`config.mk`:
```
export PLATFORM = sky130hd
export DESIGN_NAME = mw_eeprom_host
export DESIGN_NICKNAME = d
export VERILOG_FILES = /design/src/rtl/mw_host_pkg.sv /design/src/rtl/mw_host_dp.sv /design/src/rtl/mw_host_ctrl.sv /design/src/rtl/mw_eeprom_host.sv
export SDC_FILE = /design/constraint.sdc
export NUM_CORES = 1
export LEC_CHECK = 0
export ABC_AREA = 1
export BUFFER_PORTS_ARGS = -buffer_cell sky130_fd_sc_hd__buf_2
export CAP_MARGIN = 40
export CORE_UTILIZATION = 45
export CTS_CLUSTER_SIZE = 14
export DETAILED_ROUTE_END_ITERATION = 12
export GPL_TIMING_DRIVEN = 0
export PLACE_DENSITY_LB_ADDON = 0.3
export SYNTH_ARGS = -nofsm -noshare
export SYNTH_HDL_FRONTEND = slang
export SYNTH_SLANG_ARGS = --single-unit
```
`constraint.sdc`:
```
create_clock -name clk -period 1.81 [get_ports clk]
set_input_delay 0.0905 -clock clk [delete_from_list [all_inputs] [get_ports clk]]
set_output_delay 0.0905 -clock clk [all_outputs]
set_load 0.005 [all_outputs]
```
`src/rtl/mw_host_pkg.sv`:
```
package mw_host_pkg;

  typedef enum logic [2:0] {
    OP_READ      = 3'd0,
    OP_WRITE     = 3'd1,
    OP_ERASE     = 3'd2,
    OP_WREN      = 3'd3,
    OP_WRDIS     = 3'd4,
    OP_ERASE_ALL = 3'd5,
    OP_WRITE_ALL = 3'd6
  } mwOp_e;

  typedef enum logic [2:0] {
    S_IDLE, S_SETUP, S_LOW, S_HIGH, S_GAP, S_STAT, S_POLL, S_DONE
  } ctrlState_e;

  typedef struct packed {
    logic load;
    logic advance;
    logic capture;
  } dpStrobe_t;

  function automatic int ceilDiv(input int num, input int den);
    return (num + den - 1) / den;
  endfunction

  function automatic int maxOf(input int a, input int b);
    return (a > b) ? a : b;
  endfunction

endpackage

```
`src/rtl/mw_host_dp.sv`:
```
module mw_host_dp
  import mw_host_pkg::*;
#(
  parameter int ADDR_W = 7,
  parameter int DATA_W = 16,
  parameter int HDR_W  = 3 + ADDR_W,
  parameter int CNT_W  = $clog2(HDR_W + DATA_W + 2)
) (
  input  logic              clk,
  input  logic              rst_n,
  input  dpStrobe_t         strobe,
  input  logic [2:0]        reqOp,
  input  logic [ADDR_W-1:0] reqAddr,
  input  logic [DATA_W-1:0] reqData,
  input  logic              eeDo,
  output logic              eeDi,
  output logic [DATA_W-1:0] rdData,
  output logic [CNT_W-1:0]  frameLen,
  output logic              isRead,
  output logic              isProg
);

  localparam int FRAME_W = HDR_W + DATA_W;
  localparam int PAD_W   = ADDR_W - 2;

  logic [FRAME_W-1:0] txShift;
  logic [DATA_W-1:0]  rxShift;
  logic [2:0]         opQ;
  logic [1:0]         opcNext;
  logic [ADDR_W-1:0]  addrNext;
  logic               hasData;

  always_comb begin
    opcNext  = 2'b00;
    addrNext = reqAddr;
    unique case (reqOp)
      OP_READ:      opcNext = 2'b10;
      OP_WRITE:     opcNext = 2'b01;
      OP_ERASE:     opcNext = 2'b11;
      OP_WREN:      addrNext = {2'b11, {PAD_W{1'b0}}};
      OP_WRDIS:     addrNext = {2'b00, {PAD_W{1'b0}}};
      OP_ERASE_ALL: addrNext = {2'b10, {PAD_W{1'b0}}};
      OP_WRITE_ALL: addrNext = {2'b01, {PAD_W{1'b0}}};
      default:      addrNext = reqAddr;
    endcase
    hasData = (reqOp == OP_WRITE) || (reqOp == OP_WRITE_ALL);
  end

  always_ff @(posedge clk or negedge rst_n) begin
    if (!rst_n) begin
      txShift <= '0;
      rxShift <= '0;
      opQ     <= OP_WRDIS;
    end else begin
      if (strobe.load) begin
        txShift <= {1'b1, opcNext, addrNext, (hasData ? reqData : {DATA_W{1'b0}})};
        opQ     <= reqOp;
      end else if (strobe.advance) begin
        txShift <= {txShift[FRAME_W-2:0], 1'b0};
      end
      if (strobe.capture) rxShift <= {rxShift[DATA_W-2:0], eeDo};
    end
  end

  always_comb begin
    isRead = (opQ == OP_READ);
    isProg = (opQ == OP_WRITE) || (opQ == OP_ERASE) ||
             (opQ == OP_ERASE_ALL) || (opQ == OP_WRITE_ALL);
    if (isRead)
      frameLen = CNT_W'(FRAME_W + 1);
    else if ((opQ == OP_WRITE) || (opQ == OP_WRITE_ALL))
      frameLen = CNT_W'(FRAME_W);
    else
      frameLen = CNT_W'(HDR_W);
  end

  assign eeDi   = txShift[FRAME_W-1];
  assign rdData = rxShift;

endmodule

```
`src/rtl/mw_host_ctrl.sv`:
```
module mw_host_ctrl
  import mw_host_pkg::*;
#(
  parameter int HALF_CYC    = 32,
  parameter int SETUP_CYC   = 7,
  parameter int GAP_CYC     = 32,
  parameter int STAT_CYC    = 63,
  parameter int TIMEOUT_CYC = 2500,
  parameter int CNT_W       = 5,
  parameter int CAP_START   = 11
) (
  input  logic             clk,
  input  logic             rst_n,
  input  logic             reqValid,
  output logic             reqReady,
  output logic             rspValid,
  output logic             rspErr,
  output logic             eeCs,
  output logic             eeClk,
  input  logic             eeDo,
  input  logic [CNT_W-1:0] frameLen,
  input  logic             isRead,
  input  logic             isProg,
  output dpStrobe_t        strobe
);

  localparam int TMR_MAX = maxOf(maxOf(HALF_CYC, SETUP_CYC), maxOf(GAP_CYC, STAT_CYC));
  localparam int TMR_W   = $clog2(TMR_MAX + 1);
  localparam int TO_W    = $clog2(TIMEOUT_CYC + 1);

  ctrlState_e       state;
  logic [TMR_W-1:0] tmr;
  logic [TO_W-1:0]  tout;
  logic [CNT_W-1:0] bitIdx;
  logic             pollPend;
  logic             errQ;
  logic             csQ;
  logic             clkQ;
  logic             halfEnd;
  logic             lastBit;

  assign halfEnd = (tmr == TMR_W'(HALF_CYC - 1));
  assign lastBit = ((bitIdx + 1'b1) == frameLen);

  always_comb begin
    strobe         = '0;
    strobe.load    = (state == S_IDLE) && reqValid;
    strobe.capture = (state == S_LOW) && halfEnd && isRead &&
                     (bitIdx >= CNT_W'(CAP_START));
    strobe.advance = (state == S_HIGH) && halfEnd;
  end

  always_ff @(posedge clk or negedge rst_n) begin
    if (!rst_n) begin
      state    <= S_IDLE;
      tmr      <= '0;
      tout     <= '0;
      bitIdx   <= '0;
      pollPend <= 1'b0;
      errQ     <= 1'b0;
      csQ      <= 1'b0;
      clkQ     <= 1'b0;
    end else begin
      tmr <= tmr + 1'b1;
      unique case (state)
        S_IDLE: begin
          tmr <= '0;
          if (reqValid) begin
            state  <= S_SETUP;
            csQ    <= 1'b1;
            bitIdx <= '0;
            errQ   <= 1'b0;
          end
        end
        S_SETUP: if (tmr == TMR_W'(SETUP_CYC - 1)) begin
          state <= S_LOW;
          tmr   <= '0;
        end
        S_LOW: if (halfEnd) begin
          state <= S_HIGH;
          clkQ  <= 1'b1;
          tmr   <= '0;
        end
        S_HIGH: if (halfEnd) begin
          clkQ   <= 1'b0;
          tmr    <= '0;
          bitIdx <= bitIdx + 1'b1;
          if (lastBit) begin
            state    <= S_GAP;
            csQ      <= 1'b0;
            pollPend <= isProg;
          end else begin
            state <= S_LOW;
          end
        end
        S_GAP: if (tmr == TMR_W'(GAP_CYC - 1)) begin
          tmr <= '0;
          if (pollPend) begin
            state <= S_STAT;
            csQ   <= 1'b1;
            tout  <= '0;
          end else begin
            state <= S_DONE;
          end
        end
        S_STAT: begin
          tout <= tout + 1'b1;
          if (tmr == TMR_W'(STAT_CYC - 1)) state <= S_POLL;
        end
        S_POLL: begin
          tout <= tout + 1'b1;
          if (eeDo || (tout >= TO_W'(TIMEOUT_CYC - 1))) begin
            errQ     <= !eeDo;
            csQ      <= 1'b0;
            pollPend <= 1'b0;
            tmr      <= '0;
            state    <= S_GAP;
          end
        end
        S_DONE:  state <= S_IDLE;
        default: state <= S_IDLE;
      endcase
    end
  end

  assign reqReady = (state == S_IDLE);
  assign rspValid = (state == S_DONE);
  assign rspErr   = (state == S_DONE) && errQ;
  assign eeCs     = csQ;
  assign eeClk    = clkQ;

endmodule

```
`src/rtl/mw_eeprom_host.sv`:
```
module mw_eeprom_host
  import mw_host_pkg::*;
#(
  parameter int SYS_PERIOD_NS = 8,
  parameter int CLK_DIV       = 32,
  parameter int TIMEOUT_US    = 20000,
  parameter int ADDR_W        = 7,
  parameter int DATA_W        = 16
) (
  input  logic              clk,
  input  logic              rst_n,
  input  logic              reqValid,
  output logic              reqReady,
  input  logic [2:0]        reqOp,
  input  logic [ADDR_W-1:0] reqAddr,
  input  logic [DATA_W-1:0] reqData,
  output logic              rspValid,
  output logic [DATA_W-1:0] rspData,
  output logic              rspErr,
  output logic              eeCs,
  output logic              eeClk,
  output logic              eeDi,
  input  logic              eeDo
);

  localparam int HALF_CYC    = maxOf(CLK_DIV, ceilDiv(250, SYS_PERIOD_NS));
  localparam int SETUP_CYC   = maxOf(ceilDiv(50, SYS_PERIOD_NS), 1);
  localparam int GAP_CYC     = ceilDiv(250, SYS_PERIOD_NS);
  localparam int STAT_CYC    = ceilDiv(500, SYS_PERIOD_NS);
  localparam int TIMEOUT_CYC = ceilDiv(TIMEOUT_US * 1000, SYS_PERIOD_NS);
  localparam int HDR_W       = 3 + ADDR_W;
  localparam int CNT_W       = $clog2(HDR_W + DATA_W + 2);

  dpStrobe_t        strobe;
  logic [CNT_W-1:0] frameLen;
  logic             isRead;
  logic             isProg;

  mw_host_ctrl #(
    .HALF_CYC(HALF_CYC), .SETUP_CYC(SETUP_CYC), .GAP_CYC(GAP_CYC),
    .STAT_CYC(STAT_CYC), .TIMEOUT_CYC(TIMEOUT_CYC), .CNT_W(CNT_W),
    .CAP_START(HDR_W + 1)
  ) ctrl_i (
    .clk(clk), .rst_n(rst_n), .reqValid(reqValid), .reqReady(reqReady),
    .rspValid(rspValid), .rspErr(rspErr), .eeCs(eeCs), .eeClk(eeClk),
    .eeDo(eeDo), .frameLen(frameLen), .isRead(isRead), .isProg(isProg),
    .strobe(strobe)
  );

  mw_host_dp #(
    .ADDR_W(ADDR_W), .DATA_W(DATA_W), .HDR_W(HDR_W), .CNT_W(CNT_W)
  ) dp_i (
    .clk(clk), .rst_n(rst_n), .strobe(strobe), .reqOp(reqOp),
    .reqAddr(reqAddr), .reqData(reqData), .eeDo(eeDo), .eeDi(eeDi),
    .rdData(rspData), .frameLen(frameLen), .isRead(isRead), .isProg(isProg)
  );

endmodule

```
==> flow_metrics.env <==
export IMPL_syn_avg_cell_area_um2=8.14
export IMPL_crit_top_cell="nand2_4"
export IMPL_die_width_um=104
export IMPL_synth_seq_area_share=0.455
export IMPL_critPathArrivalTime_ns=2.00
export IMPL_hold_class="in2reg"
export IMPL_drive_gt1_frac=0.232
export IMPL_r2r_start="ctrl_i.tmr[1]"
export IMPL_synth_top_area_cell="dfrtp_1"
export IMPL_area_growth_pct=24.2
export IMPL_pwr_density_cell_nw_per_um2=1220
export IMPL_vdd_drop_max_mv=0.759
export IMPL_muxShareOfSynthArea=0.0345
export IMPL_period_minus_slack_ns=1.76
export IMPL_hold_start="reqData[8]"
export IMPL_tritoncts_num_buffers=9
export IMPL_yosys_warnings=0
export IMPL_synth_edff_count=0
export IMPL_core_area_um2=9910
export IMPL_yosys_area_share_simple=0.281
export IMPL_cp_start_kind="flop"
export IMPL_row_count=36
export IMPL_path_delay_family="simple AND/OR/NAND/NOR gates"
export IMPL_num_nets_final=701
export IMPL_num_fill_cells=923
export IMPL_vias=4169
export IMPL_syn_nets=609
export IMPL_first_pass_iters=4
export IMPL_mostFrequentLayoutCells="nand2_1, dfrtp_1, nor2_1"
export IMPL_worst_path_buf_inv=3
export IMPL_initial_core_util=0.472
export IMPL_report_power_total_w=0.00710
export IMPL_final_max_slew_viol_count=0
export IMPL_ys_types=42
export IMPL_drt_iter0_markers=203
export IMPL_mostFrequentLayoutCell="nand2_1"
export IMPL_yosysTopAreaCellShare=0.449
export IMPL_grt_pass1_vias=3969
export IMPL_ant_nets=0
export IMPL_cts_sinks=85
export IMPL_ys_ff_latch=85
export IMPL_synthXorXnorAreaFrac=0.0374
export IMPL_postSynthCellCount=575
export IMPL_startpoint="ctrl_i.tmr[1]"
export IMPL_routed_wl_mm=10.7
export IMPL_ys_top_cells_by_area="dfrtp_1, nand2_1, nor2_1"
export IMPL_crit_type="reg2reg"
export IMPL_n_antenna_cell=0
export IMPL_status="finished, final reports clean"
export IMPL_cts_htree_levels=3
export IMPL_grt_usage=0.208
export IMPL_drv_cap=0
export IMPL_antenna_found_initial=0
export IMPL_clk_pin_slew_ns=0.09
export IMPL_synthAdderAreaFrac=0.0107
export IMPL_routed_via_density=5.18
export IMPL_final_hold_violation_count=0
export IMPL_cts_root_buf="clkbuf_8"
export IMPL_synth_compound_area_frac=0.109
export IMPL_critPathRequiredTime_ns=2.06
export IMPL_setup_violations=0
export IMPL_layout_worst_path_cycle_share=0.971
export IMPL_io_pins=52
export IMPL_place_hpwl_mm=7.53
export IMPL_finClkSkew_ns=0.0119
export IMPL_cp_max_fo=7
export IMPL_clock_fmax_mhz=569
export IMPL_stdcell_area_um2=5810
export IMPL_postPlaceCellArea_um2=5130
export IMPL_rsz0062_at_grt="yes"
export IMPL_portBuffers=51
export IMPL_grt_max_degree=48
export IMPL_place_gp_congestion=0.879
export IMPL_synthArstFlopShare=1.00
export IMPL_leakagePower_nw=2.84
export IMPL_grt_first_pass_wirelength_mm=18.3
export IMPL_worst_skew_pair_late_latency_ns=0.36
export IMPL_grt_overflow=0
export IMPL_max_stage_delay_ns=0.41
export IMPL_cts_max_path_buffers=2
export IMPL_die_area_um2=10800
export IMPL_ys_flop_type="dfrtp_1"
export IMPL_tightestPinTransition_ns=0.514
export IMPL_die_h_um=104
export IMPL_synth_top_family_by_area="simple AND/OR/NAND/NOR gates"
export IMPL_drc=0
export IMPL_slew_headroom=0.658
export IMPL_cts_tree="done"
export IMPL_finish_utilization=0.586
export IMPL_end_kind="flop"
export IMPL_synth_area_um2=4680
export IMPL_slowest_stage="dfrtp_1"
export IMPL_routedWlPerCell_um=13.3
export IMPL_path_cells="ha_4 > nand2_4 > inv_4 > nand4_4 > clkinv_4 > nand2_4 > nor2_4 > nand2_4 > buf_8 > mux2_4"
==> final cells by class <==
cell class                 instances  area [µm²]  area share
clock buffer                      10         128      0.0220
buffer                            15         116      0.0200
tap                              133         166      0.0286
sequential                        85        2130       0.367
inverter                          60         243      0.0418
timing repair inverter             1        5.00    0.000861
multi-input combinational        414        2310       0.398
clock inverter                     6         159      0.0273
timing repair buffer              81         551      0.0947
==> worst paths after layout <==
path | to | slack, ns | depth (start not counted)
setup / recovery | dp_i.rdData[10] | 0.05 | 10
hold / removal | dp_i.txShift[8] | 0.02 | 3
setup reg to reg | dp_i.rdData[10] | 0.05 | 10
hold reg to reg | ctrl_i.eeCs | 0.49 | 2
max in group asynchronous | dp_i.opQ[2] | 0.91 | 3
min in group asynchronous | ctrl_i.tout[9] | 0.24 | 2
==> synth_stat cells, types with 3 or more instances <==
cell type / number
ha_1: 4
inv_4: 3
dfrtp_1: 84
nand4_1: 14
nand2_1: 141
o22ai_1: 12
clkbuf_1: 4
nor3_1: 9
buf_2: 5
mux2_4: 4
mux2_2: 9
xnor2_1: 4
nand3_1: 45
o21ai_0: 32
xor2_1: 16
o21ai_1: 4
inv_2: 5
inv_1: 50
nor2_1: 61
a21oi_1: 13
buf_6: 4
nand2_2: 4
a31oi_1: 22
==> timing repair <==
action / 4_1_cts / 5_1_grt
endpoints found under the setup margin: 45 / 62
endpoints found under the hold margin: 48 / 0
resized for setup: 9 / 31
gates cloned: 0 / 1
pin swaps: 2 / 5
hold buffers: 11 / 0
buffers inserted: 10 / 8
==> power breakdown <==
part,total (W),internal [W],switching (W),leakage [nW]
sequential,0.00268,0.00237,0.000315,1.09
combinational,0.00252,0.000998,0.00152,1.61
clock,0.00190,0.00120,0.000703,0.141
total,0.00710,0.00456,0.00254,2.84
==> metrics by stage <==
| stage | worst slack [ns] | cells | hold WS (ns) | setup TNS, ns |
|---|---|---|---|---|
| after floorplan | 0.0443 | 575 | -0.205 | 0 |
| after global placement | -0.307 | 759 | 0.343 | -7.78 |
| after detailed placement | -0.300 | 760 | 0.106 | -3.14 |
| after CTS | -0.000190 | 797 | 0.00125 | -0.000190 |
| after global routing | -0.0230 | 805 | 0.0138 | -0.0957 |
| final | 0.0517 | 805 | 0.0169 | 0 |
==> flip-flops by register name (all words and copies together), names as in the netlist <==
register,cells
ctrl_i.pollPend,1
ctrl_i.errQ,1
ctrl_i.state,3
ctrl_i.eeCs,1
ctrl_i.tout,22
ctrl_i.tmr,6
ctrl_i.bitIdx,5
ctrl_i.eeClk,1
dp_i.rdData,16
dp_i.opQ,3
dp_i.txShift,26
==> cells by family (layout without fill, tap and decap cells) <==
family | after synthesis | after routing
buffers and inverters | 76 | 173
DFF | 85 | 85
and+or+nand+nor | 289 | 289
muxes | 13 | 13
xor gates and xnor gates | 20 | 20
adders and majority gates | 4 | 4
AOI/OAI and AO/OA | 88 | 88
==> layer usage <==
metal	vias to the layer above	global-route usage	part of all wire
met3	5	0.0445	0.035
li1	2083	-	-
met5	-	0	0
met4	0	0.0510	0.0072
met1	2002	0.269	0.46
met2	79	0.353	0.50
==> worst min-delay path, cell delays in order <==
cell     delay, ns
buf_2         0.10
nand3_1       0.07
a31oi_1       0.08
No activity file was read; power rests on OpenSTA's default activity.
